**src/rtl/efr_pkg.sv**
```systemverilog
package efr_pkg;
  localparam int BXID_W = 12;
  localparam int CNT_W  = 8;
  localparam int HDR_W  = 1 + CNT_W + BXID_W;

  typedef struct packed {
    logic              trunc;
    logic [CNT_W-1:0]  cnt;
    logic [BXID_W-1:0] bxid;
  } hdr_t;
endpackage

```
**src/rtl/efr_bx_counter.sv**
```systemverilog
module efr_bx_counter #(
  parameter int BXID_W = 12,
  parameter int BX_MAX = 3564
) (
  input  logic              clk_i,
  input  logic              rst_ni,
  input  logic              bx_end_i,
  input  logic              bx_rst_i,
  input  logic [BXID_W-1:0] preset_i,
  output logic [BXID_W-1:0] bx_id_o
);
  localparam logic [BXID_W-1:0] LAST = BXID_W'(BX_MAX - 1);

  logic [BXID_W-1:0] bx_q, bx_inc;

  assign bx_inc  = (bx_q == LAST) ? '0 : bx_q + 1'b1;
  assign bx_id_o = bx_q;

  always_ff @(posedge clk_i or negedge rst_ni) begin
    if (!rst_ni)       bx_q <= '0;
    else if (bx_rst_i) bx_q <= preset_i;
    else if (bx_end_i) bx_q <= bx_inc;
  end
endmodule

```
**src/rtl/efr_fifo.sv**
```systemverilog
module efr_fifo #(
  parameter int W     = 16,
  parameter int DEPTH = 64
) (
  input  logic         clk_i,
  input  logic         rst_ni,
  input  logic         push_i,
  input  logic [W-1:0] wdata_i,
  input  logic         pop_i,
  output logic [W-1:0] rdata_o,
  output logic         full_o,
  output logic         empty_o
);
  localparam int AW = (DEPTH > 1) ? $clog2(DEPTH) : 1;
  localparam int CW = $clog2(DEPTH + 1);
  localparam logic [AW-1:0] PTR_LAST = AW'(DEPTH - 1);

  logic [W-1:0]  mem_q [DEPTH];
  logic [AW-1:0] wptr_q, rptr_q;
  logic [CW-1:0] cnt_q;
  logic          do_push, do_pop;

  assign full_o  = (cnt_q == CW'(DEPTH));
  assign empty_o = (cnt_q == '0);
  assign do_push = push_i && !full_o;
  assign do_pop  = pop_i && !empty_o;
  assign rdata_o = mem_q[rptr_q];

  always_ff @(posedge clk_i) begin
    if (do_push) mem_q[wptr_q] <= wdata_i;
  end

  always_ff @(posedge clk_i or negedge rst_ni) begin
    if (!rst_ni) begin
      wptr_q <= '0;
      rptr_q <= '0;
      cnt_q  <= '0;
    end else begin
      if (do_push) wptr_q <= (wptr_q == PTR_LAST) ? '0 : wptr_q + 1'b1;
      if (do_pop)  rptr_q <= (rptr_q == PTR_LAST) ? '0 : rptr_q + 1'b1;
      case ({do_push, do_pop})
        2'b10:   cnt_q <= cnt_q + 1'b1;
        2'b01:   cnt_q <= cnt_q - 1'b1;
        default: cnt_q <= cnt_q;
      endcase
    end
  end
endmodule

```
**src/rtl/efr_ingress.sv**
```systemverilog
module efr_ingress
  import efr_pkg::*;
#(
  parameter int DATA_W = 16
) (
  input  logic              clk_i,
  input  logic              rst_ni,
  input  logic              word_valid_i,
  input  logic [DATA_W-1:0] word_i,
  input  logic              zs_mode_i,
  input  logic              hdr_only_i,
  input  logic              bx_end_i,
  input  logic [BXID_W-1:0] bx_id_i,
  input  logic              pay_full_i,
  input  logic              hq_full_i,
  output logic              pay_push_o,
  output logic [DATA_W-1:0] pay_wdata_o,
  output logic              hq_push_o,
  output hdr_t              hq_wdata_o
);
  logic             keep, accept, drop;
  logic [CNT_W-1:0] cnt_q, cnt_f;
  logic             trunc_q, trunc_f;
  logic             nonempty;

  assign keep   = word_valid_i && (!zs_mode_i || (word_i != '0));
  // a word is only taken when its header is sure to find room
  assign accept = keep && !pay_full_i && !hq_full_i;
  assign drop   = keep && !accept;

  assign cnt_f   = cnt_q + CNT_W'(accept);
  assign trunc_f = trunc_q || drop;
  assign nonempty = (cnt_f != '0) || trunc_f;

  assign pay_push_o  = accept;
  assign pay_wdata_o = word_i;

  assign hq_push_o = bx_end_i && !hq_full_i &&
                     (!zs_mode_i || nonempty || hdr_only_i);
  assign hq_wdata_o = '{trunc: trunc_f, cnt: cnt_f, bxid: bx_id_i};

  always_ff @(posedge clk_i or negedge rst_ni) begin
    if (!rst_ni) begin
      cnt_q   <= '0;
      trunc_q <= 1'b0;
    end else if (bx_end_i) begin
      cnt_q   <= '0;
      trunc_q <= 1'b0;
    end else begin
      cnt_q   <= cnt_f;
      trunc_q <= trunc_f;
    end
  end
endmodule

```
**src/rtl/efr_egress.sv**
```systemverilog
module efr_egress
  import efr_pkg::*;
#(
  parameter int DATA_W = 16,
  parameter int WORD_W = 21
) (
  input  logic              clk_i,
  input  logic              rst_ni,
  input  hdr_t              hq_rdata_i,
  input  logic              hq_empty_i,
  output logic              hq_pop_o,
  input  logic [DATA_W-1:0] pay_rdata_i,
  output logic              pay_pop_o,
  output logic              out_valid_o,
  input  logic              out_ready_i,
  output logic [WORD_W-1:0] out_data_o,
  output logic              out_sof_o,
  output logic              out_eof_o
);
  typedef enum logic {S_HDR, S_PAY} st_e;

  st_e              st_q;
  logic [CNT_W-1:0] rem_q;
  logic             fire;

  always_comb begin
    if (st_q == S_HDR) begin
      out_valid_o = !hq_empty_i;
      out_sof_o   = 1'b1;
      out_eof_o   = (hq_rdata_i.cnt == '0);
      out_data_o  = WORD_W'(hq_rdata_i);
    end else begin
      out_valid_o = 1'b1;
      out_sof_o   = 1'b0;
      out_eof_o   = (rem_q == CNT_W'(1));
      out_data_o  = WORD_W'(pay_rdata_i);
    end
  end

  assign fire      = out_valid_o && out_ready_i;
  assign hq_pop_o  = fire && (st_q == S_HDR);
  assign pay_pop_o = fire && (st_q == S_PAY);

  always_ff @(posedge clk_i or negedge rst_ni) begin
    if (!rst_ni) begin
      st_q  <= S_HDR;
      rem_q <= '0;
    end else if (fire) begin
      if (st_q == S_HDR) begin
        if (hq_rdata_i.cnt != '0) begin
          rem_q <= hq_rdata_i.cnt;
          st_q  <= S_PAY;
        end
      end else begin
        rem_q <= rem_q - 1'b1;
        if (rem_q == CNT_W'(1)) st_q <= S_HDR;
      end
    end
  end
endmodule

```
**src/rtl/evt_framer.sv**
```systemverilog
module evt_framer
  import efr_pkg::*;
#(
  parameter int DATA_W    = 16,
  parameter int DEPTH     = 64,
  parameter int HDR_DEPTH = 16,
  parameter int BX_MAX    = 3564,
  localparam int WORD_W   = (DATA_W > HDR_W) ? DATA_W : HDR_W
) (
  input  logic              clk_i,
  input  logic              rst_ni,
  input  logic              bx_end_i,
  input  logic              bx_rst_i,
  input  logic [BXID_W-1:0] bx_preset_i,
  input  logic              word_valid_i,
  input  logic [DATA_W-1:0] word_i,
  input  logic              zs_mode_i,
  input  logic              hdr_only_i,
  output logic              out_valid_o,
  input  logic              out_ready_i,
  output logic [WORD_W-1:0] out_data_o,
  output logic              out_sof_o,
  output logic              out_eof_o
);
  logic [BXID_W-1:0] bx_id;
  logic              pay_push, pay_pop, pay_full, pay_empty;
  logic [DATA_W-1:0] pay_wdata, pay_rdata;
  logic              hq_push, hq_pop, hq_full, hq_empty;
  hdr_t              hq_wdata, hq_rdata;
  logic [HDR_W-1:0]  hq_rdata_raw;

  efr_bx_counter #(.BXID_W(BXID_W), .BX_MAX(BX_MAX)) u_bx (
    .clk_i(clk_i), .rst_ni(rst_ni), .bx_end_i(bx_end_i), .bx_rst_i(bx_rst_i),
    .preset_i(bx_preset_i), .bx_id_o(bx_id)
  );

  efr_ingress #(.DATA_W(DATA_W)) u_in (
    .clk_i(clk_i), .rst_ni(rst_ni), .word_valid_i(word_valid_i), .word_i(word_i),
    .zs_mode_i(zs_mode_i), .hdr_only_i(hdr_only_i), .bx_end_i(bx_end_i),
    .bx_id_i(bx_id), .pay_full_i(pay_full), .hq_full_i(hq_full),
    .pay_push_o(pay_push), .pay_wdata_o(pay_wdata),
    .hq_push_o(hq_push), .hq_wdata_o(hq_wdata)
  );

  efr_fifo #(.W(DATA_W), .DEPTH(DEPTH)) u_pay (
    .clk_i(clk_i), .rst_ni(rst_ni), .push_i(pay_push), .wdata_i(pay_wdata),
    .pop_i(pay_pop), .rdata_o(pay_rdata), .full_o(pay_full), .empty_o(pay_empty)
  );

  efr_fifo #(.W(HDR_W), .DEPTH(HDR_DEPTH)) u_hq (
    .clk_i(clk_i), .rst_ni(rst_ni), .push_i(hq_push), .wdata_i(HDR_W'(hq_wdata)),
    .pop_i(hq_pop), .rdata_o(hq_rdata_raw), .full_o(hq_full), .empty_o(hq_empty)
  );

  assign hq_rdata = hdr_t'(hq_rdata_raw);

  efr_egress #(.DATA_W(DATA_W), .WORD_W(WORD_W)) u_out (
    .clk_i(clk_i), .rst_ni(rst_ni), .hq_rdata_i(hq_rdata), .hq_empty_i(hq_empty),
    .hq_pop_o(hq_pop), .pay_rdata_i(pay_rdata), .pay_pop_o(pay_pop),
    .out_valid_o(out_valid_o), .out_ready_i(out_ready_i), .out_data_o(out_data_o),
    .out_sof_o(out_sof_o), .out_eof_o(out_eof_o)
  );
endmodule

```
**config.mk**
```make
export PLATFORM = sky130hd
export DESIGN_NAME = evt_framer
export DESIGN_NICKNAME = d
export VERILOG_FILES = /design/src/rtl/efr_pkg.sv /design/src/rtl/efr_bx_counter.sv /design/src/rtl/efr_fifo.sv /design/src/rtl/efr_ingress.sv /design/src/rtl/efr_egress.sv /design/src/rtl/evt_framer.sv
export SDC_FILE = /design/constraint.sdc
export NUM_CORES = 2
export LEC_CHECK = 0
export ABC_AREA = 1
export BUFFER_PORTS_ARGS = -buffer_cell sky130_fd_sc_hd__buf_4
export CAP_MARGIN = 20
export CORE_AREA = 2 2 273 544
export DETAILED_ROUTE_END_ITERATION = 6
export DIE_AREA = 0 0 275 546
export SKIP_LAST_GASP = 1
export SLEW_MARGIN = 20
export SYNTH_ARGS = -nofsm -noshare
export SYNTH_HDL_FRONTEND = slang
export SYNTH_SLANG_ARGS = --single-unit
```
**constraint.sdc**
```tcl
create_clock -name clk_i -period 9.13 [get_ports clk_i]
set_input_delay 0.913 -clock clk_i [delete_from_list [all_inputs] [get_ports clk_i]]
set_output_delay 0.913 -clock clk_i [all_outputs]
set_load 0.02 [all_outputs]
```
=== Word level (Yosys, flattened, before mapping) ===
Memories as Yosys holds them, arrays and structs flattened.
Cells that the tools add are included.

* Memories: 2
* Logic and storage cells: 96
* Register bits after elaboration: 62
* RAM bits: 1360

{| class="wikitable"
|+ Memory list
! name !! depth !! width !! rd ports !! clocked after Yosys merged registers in !! write ports !! RTL line !! text
|-
| u_pay.mem_q || 64 || 16 || 1 || 0 || 1 || efr_fifo.sv:18 || <nowiki>logic [W-1:0] mem_q [DEPTH];</nowiki>
|-
| u_hq.mem_q || 16 || 21 || 1 || 0 || 1 || efr_fifo.sv:18 ||
|}

* Bitwise logic cells: 1
* Reductions and logical operators: 35
* Add/subtract/negate cells: 11
* Equal/unequal tests: 12
* Mux-type cells: 24

{| class="wikitable"
|+ Operators with widths
! kind !! number
|-
| 12-bit 2-to-1 mux || 3
|-
| 8-bit 2-to-1 mux || 3
|-
| 21-bit 2-to-1 mux || 1
|-
| 16-bit nonzero test || 1
|-
| 8-bit nonzero test || 2
|-
| 7-bit case mux with 2 select lines || 1
|-
| 1-bit logical AND || 13
|-
| 12-bit by 1-bit adder with 12-bit output, second input constant || 1
|-
| 6-bit by 1-bit adder with 6-bit output, second input constant || 2
|-
| 12-bit == test, second input constant || 1
|-
| 6-bit == test, second input constant || 2
|-
| 6-bit 2-to-1 mux || 2
|-
| 1-bit 2-to-1 mux || 11
|-
| 5-bit case mux with 2 select lines || 1
|-
| 4-bit by 1-bit adder with 4-bit output, second input constant || 2
|-
| 8-bit by 1-bit adder with 8-bit output || 1
|-
| 4-bit == test, second input constant || 2
|-
| 8-bit by 1-bit == test with 1-bit output, second input constant || 1
|-
| 8-bit zero test || 1
|-
| 4-bit 2-to-1 mux || 2
|-
| 2-bit nonzero test || 4
|-
| 8-bit by 1-bit subtractor with 8-bit output, second input constant || 1
|-
| 7-bit by 1-bit adder with 7-bit output, second input constant || 1
|-
| 7-bit == test, second input constant || 1
|-
| 12 further kinds || 23
|}

=== Logic depth before layout (Yosys ltp) ===
* Word-level depth: 15
* Depth in mapped cells: 28

=== Cells and area by module ===
Synthesis repeated with hierarchy kept, for this count alone.

* Cell total of the unflattened synthesis: 6162
* Area, all modules: 62489.9 µm²

{| class="wikitable"
|+ By module, submodules not included
! module !! area each (µm²) !! instances !! cells an instance !! sequential area each (µm²)
|-
| efr_fifo (u_pay) || 44416.3 || 1 || 4198 || 31224.9
|-
| efr_fifo (u_hq) || 15516.1 || 1 || 1562 || 10415.0
|-
| efr_bx_counter || 882.1 || 1 || 127 || 300.3
|-
| efr_egress || 874.6 || 1 || 158 || 225.2
|-
| efr_ingress || 800.8 || 1 || 117 || 225.2
|}

=== Worst setup path before layout ===
OpenSTA, ideal clock, no wires.

* Path kind: input to register
* From: input word_i[3]
* To: memory u_hq.mem_q[12][0] (netlist name) (enable)
* Stages on the path: 16
* Slack: 4561 ps
* Data arrival time: 4171 ps
* Path through: nor2_1 -> nand3_1 -> nand3b_1 -> nand2_1 -> nor2_1 -> buf_2 -> ha_1 -> nand3_1 -> nor2_1 -> nand4_1 -> xnor2_1 -> nor2_1 -> nand3_1 -> nand2_1 -> buf_2 -> nor2_1

{| class="wikitable"
|+ RTL lines
! what !! RTL line !! text
|-
| start, declared || evt_framer.sv:16 || <nowiki>input logic [DATA_W-1:0] word_i,</nowiki>
|-
| end, declared || efr_fifo.sv:18 ||
|}

=== Worst setup path in the final report ===
* From: register u_pay.rptr_q[0]
* To: output out_data_o[15]

* Longest elaborated chain between the ends: 2

{| class="wikitable"
|+ RTL lines
! what !! RTL line !! text
|-
| start, declared || efr_fifo.sv:19 || <nowiki>logic [AW-1:0] wptr_q, rptr_q;</nowiki>
|-
| start signal, assigned || efr_fifo.sv:40 || <nowiki>if (do_pop) rptr_q <= (rptr_q == PTR_LAST) ? '0 : rptr_q + 1'b1;</nowiki>
|-
| memory read 64 x 16 bit || -- ||
|-
| 21-bit 2-to-1 mux || efr_egress.sv:27 || <nowiki>if (st_q == S_HDR) begin</nowiki>
|-
| end, declared || evt_framer.sv:21 || <nowiki>output logic [WORD_W-1:0] out_data_o,</nowiki>
|}

Every way passes these cells.

==> qor.yml <==
status: "completed"
cp_max_fo: 204
most-common-layout-cells: "edfxtp_1 (1360), nor2_1 (887), nand2_1 (581)"
grt_overflow: 0
dr.pass1.iters: 6
critPathKind: "flip-flop to primary output"
power.density_mw_per_mm2: 313
htree_levels: 4
ys.flop_type: "edfxtp_1"
reg2reg_to: "u_hq.cnt_q[4]$_DFFE_PN0P_"
slew_headroom: 0.182
grt_first_pass_wirelength_um: 241000
postCtsHoldBufs: 0
dpl.hpwl_um: 89400
setup_ws_ps: 3130
finalInstanceArea_mm2: 0.0650
synth_async_sr_flop_share: 0.0436
switchingPower_mw: 7.65
maxCapViolCount: 0
yosysSeqAreaShare: 0.730
row_count: 199
post_cts_buffers: 0
antenna_found_initial: 4
first_global_vias: 37072
track_usage: 0.216
setup.worst_path.start_class: "flip-flop"
drt-wirelength-per-cell_um: 24.0
seqPwrFrac: 0.392
wl_um: 163000
hold_path.class: "input pin to asynchronous set/reset pin"
gp_congestion: 0.827
synth_area_leaders: "edfxtp_1 (70%), nor2_1 (5.9%), o21ai_0 (5.0%)"
area.growth.synth_to_final_pct: 11.9
vias: 38162
syn_nets: 4817
syn-cell-area_mm2: 0.0581
r2r-start: "u_hq.cnt_q[0]$_DFFE_PN0P_"
mostFrequentLayoutCell: "edfxtp_1"
required_ps: 8220
synth_edf_count: 1360
worstSkewPairLatency_ps: 760
cts_buffers: 133
die_x_um: 275
nNetsFinal: 4842
syn_inst: 4757
io_pins: 60
yosysUniqueCellTypes: 44
crit_path_end: "out_data_o[15]"
die_area_mm2: 0.150
slew_viol_final: 0
switching_share: 0.376
die_h_um: 546
placed_cell_area_mm2: 0.0605
drt_iter0_drc: 4516
pwr-share-comb: 0.326
clkPwrFrac: 0.282
cts_tree: "yes"
ant_nets: 0
cp-startpoint: "u_pay.rptr_q[0]$_DFFE_PN0P_"
cp.arrival_ps: 5090
fin_crit_sh: 0.657
clkTransAtPathRegs_ps: 60
grt_setup_unrepaired: "false"
fmax_mhz: 167
intPower_mw: 12.7
total_power_mw: 20.3
grt_max_degree: 213
ff2ff_setup_slack_ps: 3500
critPathCaptureType: "primary output"
finalSetupViolations: 0
synth_top_area_cell: "edfxtp_1"
post-route-drc-count: 0
start_util: 0.397
core_area_mm2: 0.146
ctsRootBufferMaster: "clkbuf_16"
final-hold-violation-count: 0
tightestPinTransition_ps: 1230
ys_warn_count: 0
syn_avg_cell_area_um2: 12.2
drive_gt1_frac: 0.0869
cts.sink_count: 1422
cts_resized: 0
yosys.area.top_type_share: 0.703
routed_via_density: 5.61
ir_worst_vdd_mv: 0.259
fin_tns_setup_ps: 0
fin_cells: 6801
placed_cells: 6556
rr_worst_depth: 26
clock_path_buffers: 3
fillers: 13211
cellLeakagePower_nw: 22.1
ys_seq_elements: 1422
port_buffers: 59
fin_worst_skew_ps: 27.9
dp_worst_setup_slack_ps: 2380
period_minus_slack_ps: 6000
[kinds of logic after synthesis]
logic type | count (synthesis) | share of synthesized area
adder cells (fa/ha/maj) | 24 | 0.00543
AO/OA/AOI/OAI | 1032 | 0.100
XOR/XNOR | 30 | 0.00452
AND/OR/NAND/NOR | 1780 | 0.123
flip-flops | 1422 | 0.730
buffers and inverters | 469 | 0.0372
[power by group through the flow]
stage	sequential, mW	combinational, mW	clock (mW)
2_1_floorplan	7.85	4.45	0
3_3_place_gp	8.09	6.48	0
3_5_place_dp	8.10	6.57	0
4_1_cts	7.97	6.61	5.80
5_1_grt	8.01	7.24	6.04
6_report	7.97	6.63	5.73
[sequential cells by signal, indices dropped and copies added, names as in the netlist]
| name | count |
|---|---|
| u_bx.bx_id_o | 12 |
| u_hq.cnt_q | 5 |
| u_hq.mem_q | 336 |
| u_hq.rptr_q | 4 |
| u_hq.wptr_q | 4 |
| u_in.cnt_q | 8 |
| u_in.trunc_q | 1 |
| u_out.rem_q | 8 |
| u_out.st_q | 1 |
| u_pay.cnt_q | 7 |
| u_pay.mem_q | 1024 |
| u_pay.rptr_q | 6 |
| u_pay.wptr_q | 6 |
[cell type report]
class                           count  area, µm²  area share
Antenna cell                        1       2.50   0.0000385
Clock buffer                      171       3660      0.0563
Clock inverter                     73        827      0.0127
Inverter                          178        681      0.0105
Multi-Input combinational cell   2866      13600       0.210
Sequential cell                  1422      42400       0.652
Tap cell                         1909       2390      0.0368
Timing Repair Buffer              181       1410      0.0217
[through the flow]
stage               utilization  hold WS [ps]
floorplan                     -           464
global placement          0.413           482
detailed placement        0.413           490
CTS                       0.444           243
global route              0.444           299
finish                    0.444           244
[Yosys cell counts (all sizes together) (30+ instances only)]
cell type and n:
o22ai 152, o221ai 30, nand3 244, nor2 909, dfrtp 62, clkbuf 134, o211ai 114, buf 157
edfxtp 1360, o21ai 658, nand2 581, inv 172, a21oi 46
[metal layers]
metal | vias up | GRT usage | share of wire | wire, µm
met1 | 19054 | 0.300 | 0.41 | 67300
li1 | 17130 | - | - | -
met5 | - | 0 | 0 | 0
met2 | 1674 | 0.340 | 0.47 | 77000
met4 | 0 | 0.0806 | 0.037 | 6080
met3 | 304 | 0.0362 | 0.080 | 13100
[worst min path at each step]
stage,start,endpoint,depth (start not counted)
after floorplan,u_hq.cnt_q[4]$_DFFE_PN0P_,u_hq.cnt_q[4]$_DFFE_PN0P_,1
after global placement,u_out.rem_q[1]$_DFFE_PN0P_,u_out.rem_q[1]$_DFFE_PN0P_,2
after detailed placement,u_out.rem_q[1]$_DFFE_PN0P_,u_out.rem_q[1]$_DFFE_PN0P_,2
after CTS,rst_ni,u_bx.bx_id_o[2]$_DFFE_PN0P_,1
after global routing,rst_ni,u_bx.bx_id_o[9]$_DFFE_PN0P_,1
final,rst_ni,u_bx.bx_id_o[2]$_DFFE_PN0P_,1
[worst max-delay path, stage by stage, from the launching register on]
cell	delay, ps
dfrtp_4	760
buf_4	710
buf_12	720
o21ai_0	190
o21ai_0	310
nand2_1	150
nand2_1	190
a21oi_1	70
nand2_1	100
nand3_1	320
nand2_1	280
nand2_1	90
nand2_1	150
buf_4	170
Note: power is estimated with default switching activity, not from simulation.
